$ cat config.mk
export PLATFORM = sky130hd
export DESIGN_NAME = xfield_map
export DESIGN_NICKNAME = d
export VERILOG_FILES = /design/src/rtl/xfield_map_pkg.sv /design/src/rtl/xfield_iot_decode.sv /design/src/rtl/xfield_regs.sv /design/src/rtl/xfield_remap.sv /design/src/rtl/xfield_out_stage.sv /design/src/rtl/xfield_map.sv
export SDC_FILE = /design/constraint.sdc
export NUM_CORES = 1
export LEC_CHECK = 0
export BUFFER_PORTS_ARGS = -buffer_cell sky130_fd_sc_hd__buf_4
export CORE_MARGIN = 2
export CORE_UTILIZATION = 55
export CTS_BUF_LIST = sky130_fd_sc_hd__clkbuf_4
export CTS_CLUSTER_DIAMETER = 100
export DETAILED_ROUTE_END_ITERATION = 10
export PLACE_DENSITY_LB_ADDON = 0.25
export SLEW_MARGIN = 20
export SYNTH_ARGS = -nofsm -noshare
export SYNTH_HDL_FRONTEND = slang
export SYNTH_SLANG_ARGS = --single-unit
$ cat constraint.sdc
create_clock -name clk -period 3.4 [get_ports clk]
set_input_delay 0.17 -clock clk [delete_from_list [all_inputs] [get_ports clk]]
set_output_delay 0.17 -clock clk [all_outputs]
set_load 0.02 [all_outputs]
$ cat src/rtl/xfield_map_pkg.sv
package xfield_map_pkg;
  // Memory reference cycle types seen on req_cycle.
  typedef enum logic [1:0] {
    CYC_FETCH = 2'b00,
    CYC_DEFER = 2'b01,
    CYC_EXEC  = 2'b10,
    CYC_EXEC2 = 2'b11
  } cycle_e;

  // Fixed IOT word layout: major opcode, group, operand, operation.
  localparam logic [2:0] IOT_MAJOR    = 3'b110;
  localparam logic [2:0] FLD_GRP_BASE = 3'b010;
  localparam int         WORD_W       = 12;
  localparam int         GRP_W        = 3;
  localparam int         OPN_W        = 3;
endpackage

$ cat src/rtl/xfield_iot_decode.sv
module xfield_iot_decode
  import xfield_map_pkg::*;
#(
  parameter int HI_W = 2,
  parameter int LO_W = 3,
  localparam int FLD_W  = HI_W + LO_W,
  localparam int NBOARD = 1 << HI_W
) (
  input  logic              iot_valid,
  input  logic [WORD_W-1:0] iot_word,
  input  logic [FLD_W-1:0]  iot_ac,
  output logic              ld_df,
  output logic              ld_ib,
  output logic              ld_map,
  output logic [FLD_W-1:0]  fld_val,
  output logic [LO_W-1:0]   map_slot,
  output logic [FLD_W-1:0]  map_val
);
  localparam logic [GRP_W-1:0] MAP_GRP = FLD_GRP_BASE + GRP_W'(NBOARD);

  logic [2:0]       major;
  logic [GRP_W-1:0] grp;
  logic [LO_W-1:0]  lo;
  logic [OPN_W-1:0] opn;
  logic [GRP_W-1:0] grp_rel;
  logic             is_iot;
  logic             is_fld_grp;
  logic             fld_opn_ok;

  assign major   = iot_word[WORD_W-1 -: 3];
  assign grp     = iot_word[WORD_W-4 -: GRP_W];
  assign lo      = iot_word[OPN_W +: LO_W];
  assign opn     = iot_word[OPN_W-1:0];
  assign grp_rel = grp - FLD_GRP_BASE;

  always_comb begin
    is_iot     = iot_valid && (major == IOT_MAJOR);
    is_fld_grp = (grp >= FLD_GRP_BASE) && (grp < MAP_GRP);
    fld_opn_ok = !opn[2] && (opn[1:0] != 2'b00);
    ld_df      = is_iot && is_fld_grp && fld_opn_ok && opn[0];
    ld_ib      = is_iot && is_fld_grp && fld_opn_ok && opn[1];
    ld_map     = is_iot && (grp == MAP_GRP) && (opn == 3'b001);
    fld_val    = {grp_rel[HI_W-1:0], lo};
    map_slot   = lo;
    map_val    = iot_ac;
  end
endmodule

$ cat src/rtl/xfield_regs.sv
module xfield_regs
  import xfield_map_pkg::*;
#(
  parameter int FLD_W = 5
) (
  input  logic             clk,
  input  logic             rst_n,
  input  logic             ld_df,
  input  logic             ld_ib,
  input  logic [FLD_W-1:0] fld_val,
  input  logic             jmp_commit,
  input  cycle_e           cyc,
  output logic [FLD_W-1:0] cur_fld
);
  logic [FLD_W-1:0] if_q;
  logic [FLD_W-1:0] ib_q;
  logic [FLD_W-1:0] df_q;

  always_ff @(posedge clk) begin
    if (!rst_n) begin
      if_q <= '0;
      ib_q <= '0;
      df_q <= '0;
    end else begin
      if (ld_df)      df_q <= fld_val;
      if (ld_ib)      ib_q <= fld_val;
      if (jmp_commit) if_q <= ib_q;
    end
  end

  always_comb begin
    unique case (cyc)
      CYC_DEFER: cur_fld = df_q;
      default:   cur_fld = if_q;
    endcase
  end
endmodule

$ cat src/rtl/xfield_remap.sv
module xfield_remap #(
  parameter int HI_W = 2,
  parameter int LO_W = 3,
  localparam int FLD_W = HI_W + LO_W,
  localparam int SLOTS = 1 << LO_W
) (
  input  logic             clk,
  input  logic             rst_n,
  input  logic             wr_en,
  input  logic [LO_W-1:0]  wr_slot,
  input  logic [FLD_W-1:0] wr_val,
  input  logic [FLD_W-1:0] lfield,
  output logic [FLD_W-1:0] pfield
);
  logic [FLD_W-1:0] entry [SLOTS];

  for (genvar k = 0; k < SLOTS; k++) begin : g_slot
    always_ff @(posedge clk) begin
      if (!rst_n) begin
        entry[k] <= FLD_W'(k);
      end else if (wr_en && (wr_slot == LO_W'(k))) begin
        entry[k] <= wr_val;
      end
    end
  end

  // Only the low slots are translated; upper fields pass straight through.
  always_comb begin
    if (lfield[FLD_W-1:LO_W] == '0) pfield = entry[lfield[LO_W-1:0]];
    else                            pfield = lfield;
  end
endmodule

$ cat src/rtl/xfield_out_stage.sv
module xfield_out_stage #(
  parameter int HI_W  = 2,
  parameter int LO_W  = 3,
  parameter int OFS_W = 12,
  localparam int FLD_W  = HI_W + LO_W,
  localparam int PA_W   = FLD_W + OFS_W,
  localparam int NBOARD = 1 << HI_W,
  localparam int SLOTS  = 1 << LO_W
) (
  input  logic              clk,
  input  logic              rst_n,
  input  logic              req_valid,
  output logic              req_ready,
  input  logic [OFS_W-1:0]  req_addr,
  input  logic [FLD_W-1:0]  pfield,
  output logic              out_valid,
  input  logic              out_ready,
  output logic [PA_W-1:0]   phys_addr,
  output logic [NBOARD-1:0] board_sel,
  output logic [SLOTS-1:0]  fld_sel
);
  logic [NBOARD-1:0] board_d;
  logic [SLOTS-1:0]  fld_d;
  logic              take;

  for (genvar b = 0; b < NBOARD; b++) begin : g_board
    assign board_d[b] = (pfield[FLD_W-1:LO_W] == HI_W'(b));
  end

  for (genvar f = 0; f < SLOTS; f++) begin : g_fld
    if (f == 0) begin : g_internal
      assign fld_d[f] = (pfield == '0) ? 1'b0 : (pfield[LO_W-1:0] == '0);
    end else begin : g_external
      assign fld_d[f] = (pfield[LO_W-1:0] == LO_W'(f));
    end
  end

  assign req_ready = !out_valid || out_ready;
  assign take      = req_valid && req_ready;

  always_ff @(posedge clk) begin
    if (!rst_n) begin
      out_valid <= 1'b0;
      phys_addr <= '0;
      board_sel <= '0;
      fld_sel   <= '0;
    end else if (req_ready) begin
      out_valid <= req_valid;
      if (take) begin
        phys_addr <= {pfield, req_addr};
        board_sel <= board_d;
        fld_sel   <= fld_d;
      end
    end
  end
endmodule

$ cat src/rtl/xfield_map.sv
module xfield_map
  import xfield_map_pkg::*;
#(
  parameter int HI_W  = 2,
  parameter int LO_W  = 3,
  parameter int OFS_W = 12,
  localparam int FLD_W  = HI_W + LO_W,
  localparam int PA_W   = FLD_W + OFS_W,
  localparam int NBOARD = 1 << HI_W,
  localparam int SLOTS  = 1 << LO_W
) (
  input  logic              clk,
  input  logic              rst_n,
  input  logic              iot_valid,
  input  logic [11:0]       iot_word,
  input  logic [FLD_W-1:0]  iot_ac,
  input  logic              jmp_commit,
  input  logic              req_valid,
  output logic              req_ready,
  input  logic [1:0]        req_cycle,
  input  logic [OFS_W-1:0]  req_addr,
  output logic              out_valid,
  input  logic              out_ready,
  output logic [PA_W-1:0]   phys_addr,
  output logic [NBOARD-1:0] board_sel,
  output logic [SLOTS-1:0]  fld_sel
);
  logic             ld_df;
  logic             ld_ib;
  logic             ld_map;
  logic [FLD_W-1:0] fld_val;
  logic [LO_W-1:0]  map_slot;
  logic [FLD_W-1:0] map_val;
  logic [FLD_W-1:0] cur_fld;
  logic [FLD_W-1:0] pfield;
  cycle_e           cyc;

  assign cyc = cycle_e'(req_cycle);

  xfield_iot_decode #(.HI_W(HI_W), .LO_W(LO_W)) i_dec (
    .iot_valid (iot_valid),
    .iot_word  (iot_word),
    .iot_ac    (iot_ac),
    .ld_df     (ld_df),
    .ld_ib     (ld_ib),
    .ld_map    (ld_map),
    .fld_val   (fld_val),
    .map_slot  (map_slot),
    .map_val   (map_val)
  );

  xfield_regs #(.FLD_W(FLD_W)) i_regs (
    .clk        (clk),
    .rst_n      (rst_n),
    .ld_df      (ld_df),
    .ld_ib      (ld_ib),
    .fld_val    (fld_val),
    .jmp_commit (jmp_commit),
    .cyc        (cyc),
    .cur_fld    (cur_fld)
  );

  xfield_remap #(.HI_W(HI_W), .LO_W(LO_W)) i_remap (
    .clk     (clk),
    .rst_n   (rst_n),
    .wr_en   (ld_map),
    .wr_slot (map_slot),
    .wr_val  (map_val),
    .lfield  (cur_fld),
    .pfield  (pfield)
  );

  xfield_out_stage #(.HI_W(HI_W), .LO_W(LO_W), .OFS_W(OFS_W)) i_out (
    .clk       (clk),
    .rst_n     (rst_n),
    .req_valid (req_valid),
    .req_ready (req_ready),
    .req_addr  (req_addr),
    .pfield    (pfield),
    .out_valid (out_valid),
    .out_ready (out_ready),
    .phys_addr (phys_addr),
    .board_sel (board_sel),
    .fld_sel   (fld_sel)
  );
endmodule

== Word level (Yosys, flattened, before mapping) ==
Memory sizes are Yosys's and may differ from the RTL's.
Cells that the tools add are included.
Word-level totals
  register bits: 45
  bits in writable memories: 40
  bits of input ports: 37
  output and inout port bits: 31
  memories: 1
Memory list
  i_remap.entry: depth 8, width 5, rd ports 1, clocked after Yosys merged registers in 0, write ports 8, RTL line xfield_remap.sv:15  | logic [FLD_W-1:0] entry [SLOTS];
Operators by class
  add/subtract/negate cells: 1
  magnitude comparators: 2
  equality and inequality tests: 21
  muxes and demuxes: 36
  bitwise gates (word level): 8
  reduce and logical (&&, ||, !) cells: 28
Operators by type and width (number)
  5-bit 2-to-1 mux: 10
  3-bit equality test (second input constant): 10
  1-bit 2-to-1 mux: 26
  1-bit logical AND: 18
  3-bit by 2-bit equality test with 1-bit output (second input constant): 4
  3-bit by 1-bit equality test with 1-bit output (second input constant): 3
  1-bit bitwise OR: 8
  3-bit logical NOT: 2
  5-bit logical NOT: 1
  2-bit by 1-bit equality test with 1-bit output (second input constant): 2
  2-bit equality test (second input constant): 2
  2-bit logical NOT: 2
  3-bit by 2-bit greater-or-equal comparator with 1-bit output (second input constant): 1
  3-bit less-than comparator (second input constant): 1
  1-bit logical NOT: 2
  2-bit AND reduction: 1
  2-bit nonzero test: 1
  2-bit subtractor (second input constant): 1
  1-bit logical OR: 1

== Longest topological paths before layout ==
  depth in word-level cells: 9
  mapped depth: 9

== By module ==
A second synthesis with hierarchy kept.
Unflattened totals
  cell total of the unflattened synthesis: 357
  area, all modules: 4031.4 µm²
By module, submodules not included
  xfield_remap: instances 1, cells an instance 139, area an instance 1935.6 µm², seq. area each 1201.2 µm²
  xfield_out_stage: instances 1, cells an instance 142, area an instance 1271.2 µm², seq. area each 600.6 µm²
  xfield_regs: instances 1, cells an instance 55, area an instance 660.6 µm², seq. area each 300.3 µm²
  xfield_iot_decode: instances 1, cells an instance 21, area an instance 163.9 µm², seq. area each 0.0 µm²

== Worst setup path before layout ==
OpenSTA, ideal clock, no wires.
  path kind: register to register
  start point: register i_regs.df_q[4]
  end point: register i_out.fld_sel[0]
  arrival time: 1.912 ns
  required time: 3.283 ns
  slack: 1.371 ns
  cell stages (with the launch flop): 7
  clock period less this slack: 2.029 ns
  path through: dfxtp_1 -> or4b_1 -> o31a_1 -> a221o_1 -> a22oi_4 -> and3b_2 -> a32o_1
On the way
  longest elaborated chain between the ends: 5
  elaborated cells between the ends (all ways): 6
  those cells by class: mux: 3; reduce/logical: 3
RTL lines
  start, declared: RTL line xfield_regs.sv:17  | logic [FLD_W-1:0] df_q;
  start signal, assigned: RTL line xfield_regs.sv:25  | if (ld_df) df_q <= fld_val;
  5-bit 2-to-1 mux (*): RTL line xfield_regs.sv:32  | unique case (cyc)
  2-bit logical NOT: RTL line xfield_remap.sv:29  | if (lfield[FLD_W-1:LO_W] == '0) pfield = entry[lfield[LO_W-1:0]];
  5-bit 2-to-1 mux (*): RTL line xfield_remap.sv:29
  5-bit logical NOT / 3-bit logical NOT (equally long branches): RTL line xfield_out_stage.sv:32  | assign fld_d[f] = (pfield == '0) ? 1'b0 : (pfield[LO_W-1:0] == '0);
  1-bit 2-to-1 mux (*): RTL line xfield_out_stage.sv:32
  end signal, assigned: RTL line xfield_out_stage.sv:52  | fld_sel <= fld_d;
  end, declared: RTL line xfield_out_stage.sv:20  | output logic [SLOTS-1:0] fld_sel
Mark *: on every way between the ends. The rest lies on a longest branch, timed or not.
A chain may end at the register's enable or synchronous reset.

== Final worst setup path ==
  start point: register i_regs.df_q[0]
  end point: register i_out.fld_sel[0]
On the way
  longest elaborated chain between the ends: 5
  elaborated cells between the ends (all ways): 6
  those cells by class: mux: 3; reduce/logical: 2; memory: 1
RTL lines (RTL line)
  5-bit 2-to-1 mux (*): xfield_regs.sv:32
  memory 8 x 5 bit
  5-bit 2-to-1 mux (*): xfield_remap.sv:29
  5-bit logical NOT / 3-bit logical NOT (equally long branches): xfield_out_stage.sv:32
  1-bit 2-to-1 mux (*): xfield_out_stage.sv:32
Marks and branches as above.

==> reports/results.tsv <==
stage	metric	value	unit
placed_design	count of input and output buffers	67	
hold_path	worst hold path endpoint	i_out.phys_addr[11]	
hold_path	worst hold path type	input pin to register	
final_layout	share of cells above drive strength 1	21.8	%
grt	maximum number of pins on one net before global-route repair	58	
route	Initial DRT Pass Iterations	5	
setup_path	Worst Reg-to-Reg Cells	7	
final_layout	filler instances	563	
logic_synthesis	Synth Net Count	401	
logic_synthesis	count of warnings emitted by yosys	0	
route	mean number of vias per cell	5.46	
placed_design	setup slack at placement	0.836	ns
sta	transition time at the pin with the least slew margin	0.762	ns
setup_path	nature of the critical path endpoint	register	
power_and_ir_drop	Max IR drop VDD	0.000276	V
logic_synthesis	fraction of registers with async set/reset	0	%
floorplan	cell row count	30	
sta	Final Hold Vio Count	0	
floorplan	initial core utilization	57.0	%
logic_synthesis	most used flip-flop cell after synthesis	sky130_fd_sc_hd__dfxtp_1	
placed_design	final HPWL from detailed placement	6000	µm
floorplan	die area	7770	µm²
placed_design	Inst Count DP	512	
final_layout	final cell count without fillers	537	
setup_path	Worst EP arrival	2.66	ns
sta	Setup TNS Final	0	ns
setup_path	number of buffer and inverter stages on the critical path	0	
power_and_ir_drop	switching fraction of total power	23.8	%
sta	Worst Setup Slack, final	1.05	ns
setup_path	kind of critical path	register to register	
sta	smallest hold slack	0.0169	ns
flow_run	number of max-cap violations	0	
grt	initial antenna violation count	0	
final_layout	number of nets at the end of the flow	473	
floorplan	core region area	6830	µm²
clock_tree	clock tree sinks	85	
logic_synthesis	Syn Std Cell Area	3890	µm²
final_layout	number of diodes added for antenna fixing	0	
setup_path	reg-to-reg critical path endpoint	i_out.fld_sel[0]	
clock_tree	buffers from clock root to sink, at most	2	
sta	max-slew headroom at the worst pin	48.7	%
setup_path	kind of cell adding the most delay to the critical path	compound AO/OA/AOI/OAI gates	
clock_tree	TritonCTS clock tree	done	
setup_path	worst-path cell with the longest stage delay	sky130_fd_sc_hd__mux4_2	
power_and_ir_drop	share of total power in combinational logic	11.2	%
sta	share of the cycle needed by the critical path after routing	69.2	%
clock_tree	worst-skew pair later-pin latency	0.41	ns
grt	global router's overall resource usage	22.1	%
sta	Max Clk Rate	425	MHz
power_and_ir_drop	total power draw	1.91	mW
route	mean routed wirelength per cell	15.6	µm
hold_path	instance count along the most critical hold path	3	
power_and_ir_drop	Flop pwr share	59.2	%
sta	final count of negative-setup-slack endpoints	0	
logic_synthesis	flip-flop and latch count after synthesis	85	
route	Routed Wire Length	8360	µm
power_and_ir_drop	total power density per cell area	410	nW/µm²
status	outcome	finished clean	
clock_tree	cell at the root of the clock tree	sky130_fd_sc_hd__clkbuf_4	
sta	clock skew	0.0201	ns
power_and_ir_drop	reported leakage power	1.81	nW
setup_path	flop2flop setup slack	1.05	ns
power_and_ir_drop	internal power summed over all cells	1.46	mW
placed_design	Routability Congestion	0.903	
sta	total count of max-transition violations in the final report	0	
route	routed vias	2932	
setup_path	Worst path max stage delay	0.56	ns
power_and_ir_drop	net switching power figure	0.456	mW
clock_tree	clock-pin slew of the registers on the worst-case setup and hold paths	0.12	ns
logic_synthesis	Avg Cell Area, Syn	10.7	µm²
route	Iter 0 DRT Violations	134	
power_and_ir_drop	power share of the clock group	29.7	%
clock_tree	Resize count post-CTS	0	
logic_synthesis	number of enable flip-flop cells after synthesis	40	
floorplan	height of the die	88.1	µm
logic_synthesis	share of synthesized area occupied by flip-flops and latches	54.0	%
logic_synthesis	Cells after Synth	364	
setup_path	FF-to-FF Start	i_regs.df_q[0]	
setup_path	kind of launch point of the worst setup path	register	
setup_path	worst-path maximum fanout	12	
hold_path	worst min-delay path startpoint	req_addr[11]	
setup_path	cell-by-cell listing of the critical path	nand3b_1 > o21a_1 > mux4_2 > a22oi_1 > and2_1 > a21oi_1 > a32o_1	
final_layout	post-layout utilization of the core	68.3	%
final_layout	Area Overhead vs Synth	19.8	%
sta	unrepaired setup endpoints after global routing	no	
route	DR DRC count	0	
grt	grt total ovfl	0	
floorplan	number of top-level design ports	68	
setup_path	critical path data required time	3.71	ns
logic_synthesis	count of different cell masters after synthesis	54	
placed_design	dpl cell area	4430	µm²
clock_tree	CTS H-Tree Depth	3	
floorplan	die extent in x	88.1	µm
sta	final critical delay including setup and external delays	2.35	ns
final_layout	Final Instance Area	4660	µm²
grt	vias in the first global route	2694	
route	count of nets left with antenna violations after detail routing	0	
grt	global-route wire length before repair	12900	µm
clock_tree	number of CTS-inserted buffers	9	
worst max-delay path by stage:
stage,endpoint,slack [ns],cells past startpoint,from
after global placement,i_out.fld_sel[0],0.89,8,req_cycle[1]
after CTS,i_out.fld_sel[0],1.03,7,i_regs.df_q[0]
after global routing,i_out.fld_sel[6],0.84,7,i_regs.df_q[0]
after floorplan,i_out.fld_sel[0],1.37,6,i_regs.df_q[4]
after detailed placement,i_out.fld_sel[0],0.84,8,req_cycle[1]
final,i_out.fld_sel[0],1.05,7,i_regs.df_q[0]
final cells by class:
cell class,count,area (µm²),area share (%)
Sequential cell,85,2100,45.1
Clock inverter,4,50.0,1.07
Inverter,3,11.3,0.241
Clock buffer,12,90.1,1.93
Tap cell,96,120,2.58
Multi-Input combinational cell,260,1690,36.2
Timing Repair Buffer,77,601,12.9
timing repair:
action,in CTS,in global routing
endpoints found under the hold margin,9,0
hold buffers,9,0
setup buffers,0,0
layout by cell type, fill, tap and decap left out, types with 4 or more instances in the layout:
| cell type | n |
|---|---|
| sky130_fd_sc_hd__buf_4 | 68 |
| sky130_fd_sc_hd__nand2_1 | 60 |
| sky130_fd_sc_hd__dfxtp_1 | 45 |
| sky130_fd_sc_hd__edfxtp_1 | 40 |
| sky130_fd_sc_hd__and2_1 | 34 |
| sky130_fd_sc_hd__a21boi_0 | 19 |
| sky130_fd_sc_hd__mux2i_1 | 18 |
| sky130_fd_sc_hd__nor2_1 | 16 |
| sky130_fd_sc_hd__nor2b_1 | 14 |
| sky130_fd_sc_hd__o21ai_0 | 13 |
| sky130_fd_sc_hd__or3_1 | 12 |
| sky130_fd_sc_hd__clkbuf_4 | 12 |
| sky130_fd_sc_hd__a21oi_1 | 9 |
| sky130_fd_sc_hd__dlygate4sd3_1 | 9 |
| sky130_fd_sc_hd__nand3b_1 | 5 |
| sky130_fd_sc_hd__nand3_1 | 5 |
| sky130_fd_sc_hd__o31ai_1 | 4 |
sequential cells by signal, indices dropped and copies added, names as in the netlist:
register,cells
i_out.phys_addr,17
i_out.board_sel,4
i_out.out_valid,1
i_regs.if_q,5
i_out.fld_sel,8
i_remap.entry,40
i_regs.ib_q,5
i_regs.df_q,5
power by group through the flow:
stage	combinational [mW]	clock [mW]	sequential, mW
2_1_floorplan	0.0965	0	1.17
3_3_place_gp	0.202	0	1.15
3_5_place_dp	0.206	0	1.15
4_1_cts	0.214	0.580	1.13
5_1_grt	0.231	0.617	1.14
6_report	0.214	0.567	1.13
synthesized netlist by cell type (2+ instances only):
cell type / count / area [µm²]
sky130_fd_sc_hd__a211oi_1: 2 / 15.0
sky130_fd_sc_hd__mux2i_1: 18 / 180
sky130_fd_sc_hd__nand3_1: 5 / 25.0
sky130_fd_sc_hd__nand2_1: 60 / 225
sky130_fd_sc_hd__buf_4: 3 / 22.5
sky130_fd_sc_hd__mux2_2: 2 / 22.5
sky130_fd_sc_hd__or3_1: 12 / 75.1
sky130_fd_sc_hd__nand4_1: 2 / 12.5
sky130_fd_sc_hd__nor2b_1: 14 / 87.6
sky130_fd_sc_hd__a2111oi_0: 3 / 26.3
sky130_fd_sc_hd__o21a_1: 2 / 15.0
sky130_fd_sc_hd__o31ai_1: 4 / 30.0
sky130_fd_sc_hd__inv_1: 3 / 11.3
sky130_fd_sc_hd__o211a_1: 3 / 30.0
sky130_fd_sc_hd__mux4_2: 2 / 45.0
sky130_fd_sc_hd__mux2i_4: 2 / 45.0
sky130_fd_sc_hd__a21boi_0: 19 / 143
sky130_fd_sc_hd__nor3b_1: 2 / 15.0
sky130_fd_sc_hd__edfxtp_1: 40 / 1200
sky130_fd_sc_hd__o31a_1: 2 / 17.5
sky130_fd_sc_hd__and2_1: 34 / 213
sky130_fd_sc_hd__nand3b_1: 5 / 37.5
sky130_fd_sc_hd__o21ai_0: 13 / 65.1
sky130_fd_sc_hd__nand2b_1: 3 / 18.8
sky130_fd_sc_hd__nor2_1: 16 / 60.1
sky130_fd_sc_hd__a22oi_1: 3 / 22.5
sky130_fd_sc_hd__o21ai_1: 2 / 10.0
sky130_fd_sc_hd__a21oi_1: 9 / 45.0
sky130_fd_sc_hd__clkbuf_1: 10 / 37.5
sky130_fd_sc_hd__dfxtp_1: 45 / 901
metal layers:
layer	up-vias	share of wire, %	GRT usage, %	wire length (µm)
met5	-	0	0	0
met4	0	1.5	8.13	127
met3	11	6.7	4.43	562
met2	100	48	35.8	3980
met1	1375	44	29.7	3690
li1	1446	-	-	-
kinds of logic (layout without fill, tap and decap cells):
kind of cell	after synthesis	in the layout	share of synthesized area, %
simple gates	163	163	22.1
xor+xnor	1	1	0.225
buf+inv	19	96	2.60
mux	25	25	7.91
compound gates	71	71	13.1
flops	85	85	54.0
tightest hold or removal path: cells and delay by family:
family	cells	cell delay, ns
AND/OR/NAND/NOR	1	0.04
buffers and inverters	1	0.11
AO/OA/AOI/OAI	1	0.06
Power figures use the tool's default switching activity.
